===== src/rtl/priv_gate_pkg.sv =====
package priv_gate_pkg;
  typedef enum logic [1:0] {
    MODE_USER   = 2'b00,
    MODE_SUPER  = 2'b01,
    MODE_KERNEL = 2'b10,
    MODE_ISR    = 2'b11
  } mode_e;

  typedef enum logic [1:0] {
    OP_PLAIN   = 2'b00,
    OP_PRIV    = 2'b01,
    OP_CREG_RD = 2'b10,
    OP_CREG_WR = 2'b11
  } op_e;

  typedef struct packed {
    logic md;
    logic rb;
    logic bl;
  } sr_bits_t;
endpackage


===== src/rtl/priv_mode_decode.sv =====
module priv_mode_decode
  import priv_gate_pkg::*;
(
  input  sr_bits_t sr_i,
  output mode_e    mode_o
);
  always_comb begin
    if (sr_i.md) begin
      mode_o = (sr_i.rb || sr_i.bl) ? MODE_ISR : MODE_KERNEL;
    end else if (sr_i.bl) begin
      mode_o = MODE_USER;  // invalid combination collapses to user
    end else if (sr_i.rb) begin
      mode_o = MODE_SUPER;
    end else begin
      mode_o = MODE_USER;
    end
  end
endmodule


===== src/rtl/priv_access_check.sv =====
module priv_access_check
  import priv_gate_pkg::*;
#(
  parameter int NUM_CREG = 32,
  parameter int IDX_W    = 5,
  parameter int SR_IDX   = 0,
  parameter int KEY_IDX  = 1
) (
  input  mode_e               mode_i,
  input  op_e                 op_i,
  input  logic [IDX_W-1:0]    idx_i,
  input  logic [NUM_CREG-1:0] su_mask_i,
  output logic                legal_o
);
  localparam int IDX_SPAN = 1 << IDX_W;
  localparam logic [IDX_W-1:0] SR_SEL  = IDX_W'(SR_IDX);
  localparam logic [IDX_W-1:0] KEY_SEL = IDX_W'(KEY_IDX);

  logic [IDX_SPAN-1:0] mask_ext;
  logic                mask_hit;
  logic                priv_mode;
  logic                is_wr;

  generate
    if (IDX_SPAN > NUM_CREG) begin : g_pad
      assign mask_ext = {{(IDX_SPAN-NUM_CREG){1'b0}}, su_mask_i};
    end else begin : g_exact
      assign mask_ext = su_mask_i;
    end
  endgenerate

  assign mask_hit  = mask_ext[idx_i];
  assign priv_mode = mode_i[1];
  assign is_wr     = (op_i == OP_CREG_WR);

  always_comb begin
    legal_o = 1'b1;
    if (!priv_mode) begin
      unique case (op_i)
        OP_PLAIN: legal_o = 1'b1;
        OP_PRIV:  legal_o = 1'b0;
        default: begin
          if (idx_i == KEY_SEL)                  legal_o = 1'b0;
          else if (idx_i == SR_SEL && !is_wr)    legal_o = 1'b1;
          else if (mode_i == MODE_SUPER)         legal_o = mask_hit;
          else                                   legal_o = 1'b0;
        end
      endcase
    end
  end
endmodule


===== src/rtl/priv_tag_stage.sv =====
module priv_tag_stage
  import priv_gate_pkg::*;
(
  input  logic  clk_i,
  input  logic  rst_ni,
  input  logic  valid_i,
  input  mode_e mode_i,
  input  logic  legal_i,
  output logic  valid_o,
  output mode_e mode_o,
  output logic  legal_o,
  output logic  fault_o
);
  always_ff @(posedge clk_i or negedge rst_ni) begin
    if (!rst_ni) begin
      valid_o <= 1'b0;
      mode_o  <= MODE_USER;
      legal_o <= 1'b0;
      fault_o <= 1'b0;
    end else begin
      valid_o <= valid_i;
      mode_o  <= valid_i ? mode_i : MODE_USER;
      legal_o <= valid_i && legal_i;
      fault_o <= valid_i && !legal_i;
    end
  end

  p_verdict_excl_r12: assert property (@(posedge clk_i) disable iff (!rst_ni)
    valid_o |-> (legal_o != fault_o));
  p_idle_quiet_r12: assert property (@(posedge clk_i) disable iff (!rst_ni)
    !valid_o |-> (!legal_o && !fault_o && mode_o == MODE_USER));
endmodule


===== src/rtl/priv_gate.sv =====
module priv_gate
  import priv_gate_pkg::*;
#(
  parameter int NUM_CREG = 32,
  parameter int SR_IDX   = 0,
  parameter int KEY_IDX  = 1,
  localparam int IDX_W   = $clog2(NUM_CREG)
) (
  input  logic                clk_i,
  input  logic                rst_ni,
  input  logic                valid_i,
  input  logic                sr_md_i,
  input  logic                sr_rb_i,
  input  logic                sr_bl_i,
  input  logic [1:0]          op_class_i,
  input  logic [IDX_W-1:0]    creg_idx_i,
  input  logic [NUM_CREG-1:0] su_mask_i,
  output logic                valid_o,
  output logic [1:0]          mode_o,
  output logic                legal_o,
  output logic                fault_o
);
  sr_bits_t sr_bits;
  mode_e    cur_mode;
  mode_e    tag_mode;
  logic     cur_legal;

  assign sr_bits = '{md: sr_md_i, rb: sr_rb_i, bl: sr_bl_i};

  priv_mode_decode u_decode (
    .sr_i   (sr_bits),
    .mode_o (cur_mode)
  );

  priv_access_check #(
    .NUM_CREG (NUM_CREG),
    .IDX_W    (IDX_W),
    .SR_IDX   (SR_IDX),
    .KEY_IDX  (KEY_IDX)
  ) u_check (
    .mode_i    (cur_mode),
    .op_i      (op_e'(op_class_i)),
    .idx_i     (creg_idx_i),
    .su_mask_i (su_mask_i),
    .legal_o   (cur_legal)
  );

  priv_tag_stage u_stage (
    .clk_i   (clk_i),
    .rst_ni  (rst_ni),
    .valid_i (valid_i),
    .mode_i  (cur_mode),
    .legal_i (cur_legal),
    .valid_o (valid_o),
    .mode_o  (tag_mode),
    .legal_o (legal_o),
    .fault_o (fault_o)
  );

  assign mode_o = tag_mode;

  p_sup_legal_r4: assert property (@(posedge clk_i) disable iff (!rst_ni)
    (valid_i && sr_md_i) |=> legal_o);
  p_unpriv_op_fault_r5: assert property (@(posedge clk_i) disable iff (!rst_ni)
    (valid_i && !sr_md_i && op_class_i == 2'b01) |=> fault_o);
  p_key_refused_r6: assert property (@(posedge clk_i) disable iff (!rst_ni)
    (valid_i && !sr_md_i && op_class_i[1] && creg_idx_i == IDX_W'(KEY_IDX)) |=> fault_o);
  p_bl_user_r3: assert property (@(posedge clk_i) disable iff (!rst_ni)
    (valid_i && !sr_md_i && sr_bl_i) |=> (mode_o == 2'b00));
  p_tag_follows_r11: assert property (@(posedge clk_i) disable iff (!rst_ni)
    valid_i |=> (valid_o && mode_o[1] == $past(sr_md_i)));
endmodule


===== config.mk =====
export PLATFORM = sky130hd
export DESIGN_NAME = priv_gate
export DESIGN_NICKNAME = d
export VERILOG_FILES = /design/src/rtl/priv_gate_pkg.sv /design/src/rtl/priv_mode_decode.sv /design/src/rtl/priv_access_check.sv /design/src/rtl/priv_tag_stage.sv /design/src/rtl/priv_gate.sv
export SDC_FILE = /design/constraint.sdc
export NUM_CORES = 1
export LEC_CHECK = 0
export ABC_AREA = 1
export CAP_MARGIN = 20
export CORE_AREA = 2 2 46 48
export CTS_CLUSTER_DIAMETER = 120
export DETAILED_ROUTE_END_ITERATION = 8
export DIE_AREA = 0 0 48 50
export PLACE_DENSITY = 0.88
export SLEW_MARGIN = 30
export SYNTH_ARGS = -nofsm -noshare
export SYNTH_HDL_FRONTEND = slang
export SYNTH_HIERARCHICAL = 1
export SYNTH_SLANG_ARGS = --single-unit

===== constraint.sdc =====
create_clock -name clk_i -period 0.9 [get_ports clk_i]
set_clock_uncertainty 0.1 [all_clocks]
set_input_delay 0.225 -clock clk_i [delete_from_list [all_inputs] [get_ports clk_i]]
set_output_delay 0.225 -clock clk_i [all_outputs]
set_load 0.005 [all_outputs]

* Word level (Yosys, flattened, before mapping)
Index checks and enable logic that the tools add are counted.
** Operators by class
- Mux-type cells :: 12
- Reduce and logical (&&, ||, !) cells :: 8
- Magnitude comparators :: 1
- Equality and inequality tests :: 4
** Operators with widths (count)
- $mux 1 :: 7
- $lt 5x6->1 const B :: 1
- $mux 2 :: 3
- $bmux 1 s5 :: 1
- $eq 5x1->1 const B :: 1
- $logic_not 5->1 :: 1
- $eq 2x1->1 const B :: 2
- $logic_and 1x1->1 :: 3
- $eq 2x2->1 const B :: 1
- $logic_not 1->1 :: 2
- $logic_not 2->1 :: 1
- $pmux 1 s2 :: 1
- $logic_or 1x1->1 :: 1
** Storage, ports and cells
- Bits in registers :: 5
- Output and inout bits :: 5
- Bits of input ports :: 45
- Logic and storage cells :: 29

* Logic depth before layout (Yosys ltp)
Gate-level depths: netlist of the first run.
- Word-level depth :: 11
- Depth in mapped cells :: 15
- Depth with buffers taken out :: 13

* By module
The synthesis of the first run kept the hierarchy.
** Modules (own cells, without submodules)
- priv_access_check :: instances 1, sequential area each 0.0 sq um, cells an instance 102, area each 464.2 sq um
- priv_tag_stage :: instances 1, sequential area each 125.1 sq um, cells an instance 13, area each 157.7 sq um
- priv_mode_decode :: instances 1, sequential area each 0.0 sq um, cells an instance 5, area each 22.5 sq um

* Worst setup path before layout of the first run
OpenSTA, ideal clock, no wires.
- Kind :: input to register
- Start :: input creg_idx_i[0]
- End :: register u_stage.legal_o
- Required time :: 687 ps
- Path slack :: -441 ps
- Setup time :: 113 ps
- Arrival :: 1128 ps
- Cell stages on the path :: 14
- Buffers on the path :: 2
- Path through :: buf_6 -> inv_6 -> buf_6 -> nand2_2 -> nand3_1 -> nand3_1 -> nand3_1 -> nand3_1 -> nand3_1 -> nand2_1 -> nand2_1 -> nand2_1 -> nand2_1 -> inv_1
** Between the ends
- Cells in the longest elaborated chain, start to end :: 8
- Elaborated cells on any way between the ends :: 11
- Classes of those cells :: 1 x eq/ne; 7 x mux; 3 x reduce/logical
** Ends and longest elaborated chain
- from (decl) :: RTL line priv_gate.sv:16 : input logic [IDX_W-1:0] creg_idx_i,
- $bmux 1 s5 :: RTL line priv_access_check.sv:32 : assign mask_hit = mask_ext[idx_i];
- $mux 1 (implied by the code) :: RTL line priv_access_check.sv:32
- $mux 1 :: RTL line priv_access_check.sv:45 : else if (mode_i == MODE_SUPER) legal_o = mask_hit;
- $mux 1 :: RTL line priv_access_check.sv:44 : else if (idx_i == SR_SEL && !is_wr) legal_o = 1'b1;
- $mux 1 * :: RTL line priv_access_check.sv:43 : if (idx_i == KEY_SEL) legal_o = 1'b0;
- $pmux 1 s2 * :: RTL line priv_access_check.sv:39 : unique case (op_i)
- $mux 1 * :: RTL line priv_access_check.sv:38 : if (!priv_mode) begin
- via cur_legal :: RTL line priv_gate.sv:26 : logic cur_legal;
- $logic_and 1x1->1 * :: RTL line priv_tag_stage.sv:23 : legal_o <= valid_i && legal_i;
- to (signal assigned) :: RTL line priv_tag_stage.sv:23
- to (decl) :: RTL line priv_tag_stage.sv:11 : output logic legal_o,
The timed path passes the listed nets; every way through them passes the cells marked *. The select of a mux whose other input is x is not followed.

* Worst setup path in the final report of the first run
Ends and elaborated chain as after synthesis.

==> results_dict.tcl, run 1 <==
set metrics [dict create \
    io_pins 50 \
    dieWidth_um 48 \
    io_buffers 49 \
    grt_max_degree 9 \
    finalSetupTns_ns -1.28 \
    hold_path.class "input port to asynchronous set/reset pin" \
    crit_type "input port to flop" \
    synth_cell_types 15 \
    fillCellCount 140 \
    critPathLaunchType "input port" \
    yosys-top-cells-area "nand2_1 27%, dfrtp_1 19%, nand3_1 16%" \
    period_needed_ns 1.25 \
    drc 0 \
    coreArea_um2 1900 \
    crit_arrival_ns 1.28 \
    setup_viol 7 \
    post-route-period-util 1.39 \
    crit_path_max_fanout 5 \
    cts.hold.buffers_added 0 \
    first_iter_violations 36 \
    hold_viol_final 0 \
    rows 16 \
    slew_violations 0 \
    initial_core_util 0.339 \
    cap_violations 0 \
    die_y_um 50 \
    peakVddDrop_mv 0.436 \
    synth-seq-cells 5 \
    max-slew-margin-rel 0.842 \
    wire_per_inst_um 14.2 \
    drive_gt1_frac 0.398 \
    yosysTopAreaCellShare 0.268 \
    vias 1064 \
    end_kind "flop" \
    antenna_found_initial 0 \
    firstDrtPassIters 4 \
    ff_latch_area_um2 125 \
    ant_nets 0 \
    placed_cells_incl_taps 204 \
    yosysSeqAreaShare 0.194 \
    max_freq_mhz 797 \
    syn_inst 120 \
    powerDensity_nw_per_um2 741 \
    post-route-util 0.743 \
    postSynthNetCount 165 \
    instances_no_fill 213 \
    diodes 0 \
    grt_pass1_vias 980 \
    tightest_slew_ns 0.237 \
    status "complete, but fails checks" \
    cts_buffers 3 \
    place_congestion 0.909 \
    holdWs_ns 0.0967 \
    cts_tree "yes" \
    yosysWarningCount 6 \
    cts_max_path_buffers 2 \
    failed_checks "negative setup slack" \
    synth_area_um2 644 \
    syn2layout_area_growth_pct 119 \
    multi_input_area_um2 523 \
    drt_wl_total_um 3030 \
    layout_setup_ws_ns -0.355 \
    overflow 0 \
    synth_top_area_cell "nand2_1" \
    rsz0062_at_grt "true" \
    grt_usage 0.221 \
    cts.sink_count 5 \
    cts_root_buf "clkbuf_4" \
    h-tree-depth 1 \
    viasPerCell 5.00 \
    cp.required_ns 0.93 \
    dpl.hpwl_um 1660 \
    leakage_nw 0.818 \
    avgSynthCellArea_um2 5.37 \
    dieArea_um2 2400 \
    grt_pass1_wl_um 3870 \
    dp_slack_ns -1.09 \
    layout.nets 232 \
    clk_pin_slew_ns 0.05 \
]
==> layer usage <==
| layer | vias to the layer above | wire (µm) | global-route usage |
|---|---|---|---|
| met3 | 16 | 240 | 0.0256 |
| met2 | 69 | 1550 | 0.389 |
| met1 | 486 | 1090 | 0.233 |
| met4 | 0 | 143 | 0.131 |
| li1 | 493 | - | - |
| met5 | - | 0 | 0 |
==> worst max-delay path: stages <==
cell	delay, ns
buf_12	0.12
buf_8	0.13
nor2_4	0.08
nor2_2	0.05
nand2_1	0.10
nand3_2	0.10
nand3_2	0.08
nand3_2	0.07
nand3_2	0.06
nand2_1	0.04
nand2_1	0.07
nand2_2	0.05
nand2_1	0.05
inv_1	0.04
==> state kept, by name, indices dropped and copies added, names as in the netlist <==
signal           cells
u_stage/valid_o      1
u_stage/mode_o       2
u_stage/legal_o      1
u_stage/fault_o      1
==> synthesized netlist by cell type <==
master	number
buf_6	3
nand4_1	1
inv_2	1
buf_4	2
nor3_1	1
o211ai_1	1
dfrtp_1	5
a21oi_1	4
inv_1	24
inv_6	1
nand2_1	46
nand3_1	20
nor2_1	5
nand2_2	5
nor2_2	1
==> layout by cell type, fill, tap and decap left out, drive strengths merged <==
master | Yosys | layout
a21oi | 4 | 4
buf | 5 | 26
clkbuf | 0 | 4
clkdlybuf4s15 | 0 | 1
clkdlybuf4s50 | 0 | 3
dfrtp | 5 | 5
dlygate4sd2 | 0 | 36
dlymetal6s2s | 0 | 1
inv | 26 | 26
nand2 | 51 | 51
nand3 | 20 | 20
nand4 | 1 | 1
nor2 | 6 | 6
nor3 | 1 | 1
o211ai | 1 | 1
==> where the power goes <==
group,total [mW],internal (mW),switching (mW)
clock,0.255,0.167,0.0881
combinational,0.551,0.281,0.270
sequential,0.240,0.238,0.00208
total,1.05,0.687,0.360
==> what timing repair did <==
item	in CTS	in global routing
pin swaps	35	21
gates resized for setup	102	31
buffers inserted	1	3
cloned	1	0
endpoints found under the hold margin	0	0
endpoints found under the setup margin	8	9
==> metrics by stage <==
| step | cell area (µm²) | total power, mW |
|---|---|---|
| 4_1_cts | 1290 | 0.948 |
| 6_report | 1410 | 1.05 |
| 3_3_place_gp | 1220 | 0.696 |
| 2_1_floorplan | 644 | 0.424 |
| 5_1_grt | 1410 | 1.10 |
| 3_5_place_dp | 1220 | 0.706 |
==> worst max path at each step <==
stage	start	end	slack, ns	cells past startpoint
2_1_floorplan	creg_idx_i[0]	u_stage/legal_o	-0.44	14
3_3_place_gp	creg_idx_i[0]	u_stage/legal_o	-1.04	15
3_5_place_dp	creg_idx_i[0]	u_stage/legal_o	-1.09	14
4_1_cts	creg_idx_i[0]	u_stage/legal_o	-0.32	14
5_1_grt	creg_idx_i[0]	u_stage/legal_o	-0.44	14
6_report	creg_idx_i[0]	u_stage/legal_o	-0.35	14
==> layout make-up <==
class / instances / area share
inverters: 26 / 0.0743
flip-flops and latches: 5 / 0.0885
clock buffers: 4 / 0.0186
multi-input cells: 84 / 0.370
repair buffers: 67 / 0.425
well taps: 27 / 0.0239
==> logic make-up after synthesis <==
logic type             count (synthesis)  share of synthesized area
AND/OR/NAND/NOR                       79                      0.528
buffers and inverters                 31                      0.235
flip-flops                             5                      0.194
AO/OA/AOI/OAI                          5                     0.0427
(Power assumes the default switching activity.)
==> inputs of run 2 (changes only) <==
Settings changed: CORE_AREA 2 2 46 48 to 2 2 45 47, CTS_BUF_LIST from default to sky130_fd_sc_hd__clkbuf_8, DIE_AREA 0 0 48 50 to 0 0 47 49, PLACE_DENSITY 0.88 to 0.91.
==> results_dict.tcl, run 2 (same netlist as run 1, synthesis figures left out) <==
set metrics [dict create \
    layout_setup_ws_ns -0.374 \
    failed_checks "negative setup slack" \
    clk_pin_slew_ns 0.04 \
    max_stage_delay_ns 0.11 \
    rows 16 \
    end_kind "flop" \
    ant_nets 0 \
    grt_max_degree 9 \
    grt_pass1_wl_um 3990 \
    wl_met3_um 176 \
    place_congestion 0.830 \
    vias 975 \
    slew_violations 0 \
    stdcell_area_um2 1360 \
    die_y_um 49 \
    antenna_found_initial 0 \
    critPathLaunchType "input port" \
    drt-met1-wl_um 851 \
    setup_viol 7 \
    dp_slack_ns -1.12 \
    cp_cell_sequence "buf_12 > clkinv_8 > buf_6 > nand2_1 > nand2_2 > nand2_2 > nand3_2 > nand3_2 > nand3_2 > nand3_2 > nand2_1 > nand2_1 > nand2_2 > nand2_1 > inv_1" \
    rsz0062_at_grt "true" \
    wl_met2_um 1320 \
    firstDrtPassIters 6 \
    cap_violations 0 \
    cp.required_ns 0.91 \
    h-tree-depth 1 \
    top_register "u_stage/mode_o" \
    drive_gt1_frac 0.332 \
    dieArea_um2 2300 \
    tightest_slew_ns 0.218 \
    dpl-instance-area_um2 1240 \
    coreArea_um2 1840 \
    io_pins 50 \
    final_cell_mix "39 x nand2_1, 34 x dlygate4sd2_1, 23 x inv_1, 12 x nand2_2, 11 x nand3_1" \
    post-route-period-util 1.42 \
    cts_buffers 3 \
    largest_reg_flops 2 \
    io_buffers 49 \
    max-slew-margin-rel 0.854 \
    period_needed_ns 1.27 \
    initial_core_util 0.350 \
    viasPerCell 4.62 \
    drc 0 \
    hold_viol_final 0 \
    max_freq_mhz 785 \
    hold_path.class "input port to asynchronous set/reset pin" \
    slowest_stage "buf_12" \
    wire_per_inst_um 11.4 \
    powerDensity_nw_per_um2 832 \
    layout.nets 230 \
    cts.sink_count 5 \
    grt_usage 0.231 \
    grt_pass1_vias 992 \
    crit_arrival_ns 1.28 \
    syn2layout_area_growth_pct 111 \
    crit_path_max_fanout 5 \
    cts_root_buf "clkbuf_8" \
    cts.hold.buffers_added 0 \
    dpl.hpwl_um 1790 \
    first_iter_violations 10 \
    dieWidth_um 47 \
    peakVddDrop_mv 0.621 \
    cts_tree "yes" \
    topRoutingLayerUsed "met4" \
    leakage_nw 0.782 \
    diodes 0 \
    overflow 0 \
    mostFrequentLayoutCell "nand2_1" \
    crit_type "input port to flop" \
    cts_max_path_buffers 2 \
    drt_wl_total_um 2400 \
    status "complete, but fails checks" \
]
[run 2: changes by cell type in the layout (fill, tap and decap cells not counted), sizes merged]
cell           change
clkdlybuf4s15      +2
buf                -3
dlymetal6s2s       -1
dlygate4sd2        -2
clkinv             +1
clkdlybuf4s50      +1
[run 2: layout make-up]
| type | instances | area, µm² |
|---|---|---|
| Timing Repair Buffer | 65 | 576 |
| Clock inverter | 1 | 3.75 |
| Multi-Input combinational cell | 84 | 468 |
| Fill cell | 154 | 482 |
| Inverter | 26 | 113 |
| Sequential cell | 5 | 125 |
| Clock buffer | 3 | 41.3 |
| Tap cell | 27 | 33.8 |
[run 2: report_power, final]
part           switching (mW)  leakage [nW]  total (mW)  internal, mW
registers             0.00296        0.0633       0.242         0.239
clock network           0.107        0.0269       0.399         0.292
logic                   0.227         0.692       0.491         0.264
[run 2: through the flow]
stage / hold slack (ns) / instances / TNS [ns] / power (mW) / utilization
final: 0.125 / 211 / -1.25 / 1.13 / 0.738
after global routing: 0.147 / 211 / -1.51 / 1.21 / 0.738
after CTS: 0.129 / 211 / -1.23 / 1.11 / 0.711
after detailed placement: 0.357 / 206 / -4.04 / 0.725 / 0.676
after global placement: 0.348 / 206 / -3.76 / 0.710 / 0.676
after floorplan: -0.171 / 120 / -0.854 / 0.424 / -
[run 2: worst max-delay path: cells and delay by family]
| kind | cells | cell delay, ns |
|---|---|---|
| buf+inv | 4 | 0.32 |
| simple gates | 11 | 0.72 |
[run 2: path summary, 6_finish.rpt]
check	cells past startpoint	to	start
max	15	u_stage/legal_o	creg_idx_i[0]
min	1	u_stage/mode_o[0]	rst_ni
max in group asynchronous	1	u_stage/legal_o	rst_ni
min in group clk_i	4	u_stage/mode_o[1]	sr_md_i
[run 2: repair_timing]
| item | in CTS | in global routing |
|---|---|---|
| setup endpoints to repair | 8 | 8 |
| gates cloned | 1 | 0 |
| setup buffers | 0 | 0 |
| pin swaps | 40 | 11 |
| gates resized for setup | 99 | 16 |
[run 2: routing by layer]
layer	track usage	up-vias
met5	0	-
met4	0.120	0
met3	0.0333	6
met2	0.418	44
met1	0.240	440
li1	-	485
==> inputs of run 3 (changes only) <==
Settings changed: CELL_PAD_IN_SITES_DETAIL_PLACEMENT from default to 1, CELL_PAD_IN_SITES_GLOBAL_PLACEMENT from default to 1, CORE_AREA 2 2 45 47 to 2 2 58 60, DIE_AREA 0 0 47 49 to 0 0 60 62, PLACE_DENSITY 0.91 to 0.89.
==> results_dict.tcl, run 3 (same netlist as run 1, synthesis figures left out) <==
set metrics [dict create \
    layout_setup_ws_ns -0.455 \
    drive_gt1_frac 0.408 \
    hold_viol_final 0 \
    fillCellCount 418 \
    dieWidth_um 60 \
    failed_checks "negative setup slack" \
    ant_nets 0 \
    largest_reg_flops 2 \
    critPathMostFrequentCell "nand2_1" \
    peakVddDrop_mv 0.800 \
    first_iter_violations 10 \
    io_pins 50 \
    dpl.hpwl_um 2020 \
    cts_tree "yes" \
    crit_arrival_ns 1.36 \
    cts_buffers 3 \
    tightest_slew_ns 0.223 \
    dp_slack_ns -1.21 \
    drt_wl_total_um 2950 \
    crit_path_max_fanout 8 \
    place_congestion 0.886 \
    initial_core_util 0.203 \
    cts_max_path_buffers 2 \
    clk_pin_slew_ns 0.03 \
    die_y_um 62 \
    overflow 0 \
    h-tree-depth 1 \
    cts.sink_count 5 \
    powerDensity_nw_per_um2 814 \
    instances_no_fill 230 \
    crit_type "input port to flop" \
    coreArea_um2 3180 \
    io_buffers 49 \
    rows 21 \
    slowest_stage "buf_12" \
    vias 975 \
    top_register "u_stage/mode_o" \
    hold_path.class "input port to asynchronous set/reset pin" \
    mostFrequentLayoutCell "nand2_1" \
    cap_violations 0 \
    grt_pass1_vias 991 \
    grt_max_degree 9 \
    end_kind "flop" \
    max_stage_delay_ns 0.14 \
    dieArea_um2 3720 \
    period_needed_ns 1.36 \
    rsz0062_at_grt "true" \
    final_cell_mix "34 x nand2_1, 33 x dlygate4sd2_1, 22 x inv_1, 15 x nand3_2, 14 x nand2_2" \
    max_freq_mhz 738 \
    cts_root_buf "clkbuf_8" \
    cp.required_ns 0.91 \
    wire_per_inst_um 12.8 \
    grt_pass1_wl_um 4100 \
    setup_viol 7 \
    drc 0 \
    post-route-util 0.450 \
    leakage_nw 0.818 \
    diodes 0 \
    grt_usage 0.145 \
    max-slew-margin-rel 0.851 \
    status "complete, but fails checks" \
    slew_violations 0 \
    post-route-period-util 1.51 \
    ff_latch_area_um2 125 \
    layout.nets 230 \
    multi_input_area_um2 515 \
    holdWs_ns 0.130 \
    placed_cells_incl_taps 222 \
    syn2layout_area_growth_pct 122 \
    antenna_found_initial 0 \
    firstDrtPassIters 4 \
    cp_cell_sequence "buf_12 > clkinv_8 > buf_12 > nand2_2 > nand2_1 > nand2_1 > nand3_2 > nand3_2 > nand3_2 > nand3_2 > nand2_1 > nand2_1 > nand2_2 > nand2_1 > inv_1" \
    viasPerCell 4.24 \
    critPathLaunchType "input port" \
]
run 3: changes by cell type in the layout (fill, tap and decap cells not counted), sizes merged:
| cell | delta |
|---|---|
| clkbuf | +2 |
| clkdlybuf4s15 | -1 |
| clkdlybuf4s50 | -1 |
| dlygate4sd2 | -1 |
| dlymetal6s2s | +1 |
run 3: metal layers:
layer | global-route usage | share of wire | vias up
met5 | 0 | 0 | -
met4 | 0 | 0.0095 | 0
met3 | 0.0290 | 0.053 | 2
met2 | 0.292 | 0.56 | 34
met1 | 0.167 | 0.38 | 449
li1 | - | - | 490
run 3: worst paths after layout:
| check | from | endpoint | slack (ns) | cells past startpoint |
|---|---|---|---|---|
| min in group clk_i | valid_i | u_stage/valid_o | 0.17 | 1 |
| worst min-delay path | rst_ni | u_stage/fault_o | 0.13 | 1 |
| max in group asynchronous | rst_ni | u_stage/mode_o[0] | 0.38 | 1 |
| worst max-delay path | creg_idx_i[0] | u_stage/legal_o | -0.46 | 15 |
run 3: final cells by class:
cell class	count	share of cell area
clock buffer	3	0.0288
clock inverter	1	0.00262
inverter	26	0.0769
multi-input combinational	84	0.360
sequential	5	0.0874
tap	46	0.0402
timing repair buffer	65	0.404
run 3: critical path: cells and delay by family:
kind	cells	cell delay [ns]
simple gates	11	0.78
buf+inv	4	0.34
run 3: through the flow:
stage | TNS (ns) | total power [mW] | area [µm²]
6_report | -1.40 | 1.17 | 1430
5_1_grt | -1.63 | 1.26 | 1430
4_1_cts | -1.37 | 1.11 | 1340
3_5_place_dp | -4.22 | 0.725 | 1250
3_3_place_gp | -3.94 | 0.714 | 1250
2_1_floorplan | -0.854 | 0.424 | 644
run 3: power breakdown:
group | switching, mW | total, mW | internal (mW)
Sequential | 0.00334 | 0.242 | 0.239
Combinational | 0.256 | 0.533 | 0.276
Clock | 0.0987 | 0.390 | 0.291
Total | 0.359 | 1.17 | 0.807
run 3: timing repair:
action	CTS	global route
gates cloned	1	0
hold buffers	0	0
pin swaps	37	19
buffers inserted	3	0
endpoints found under the setup margin	8	9
gates resized for setup	97	35
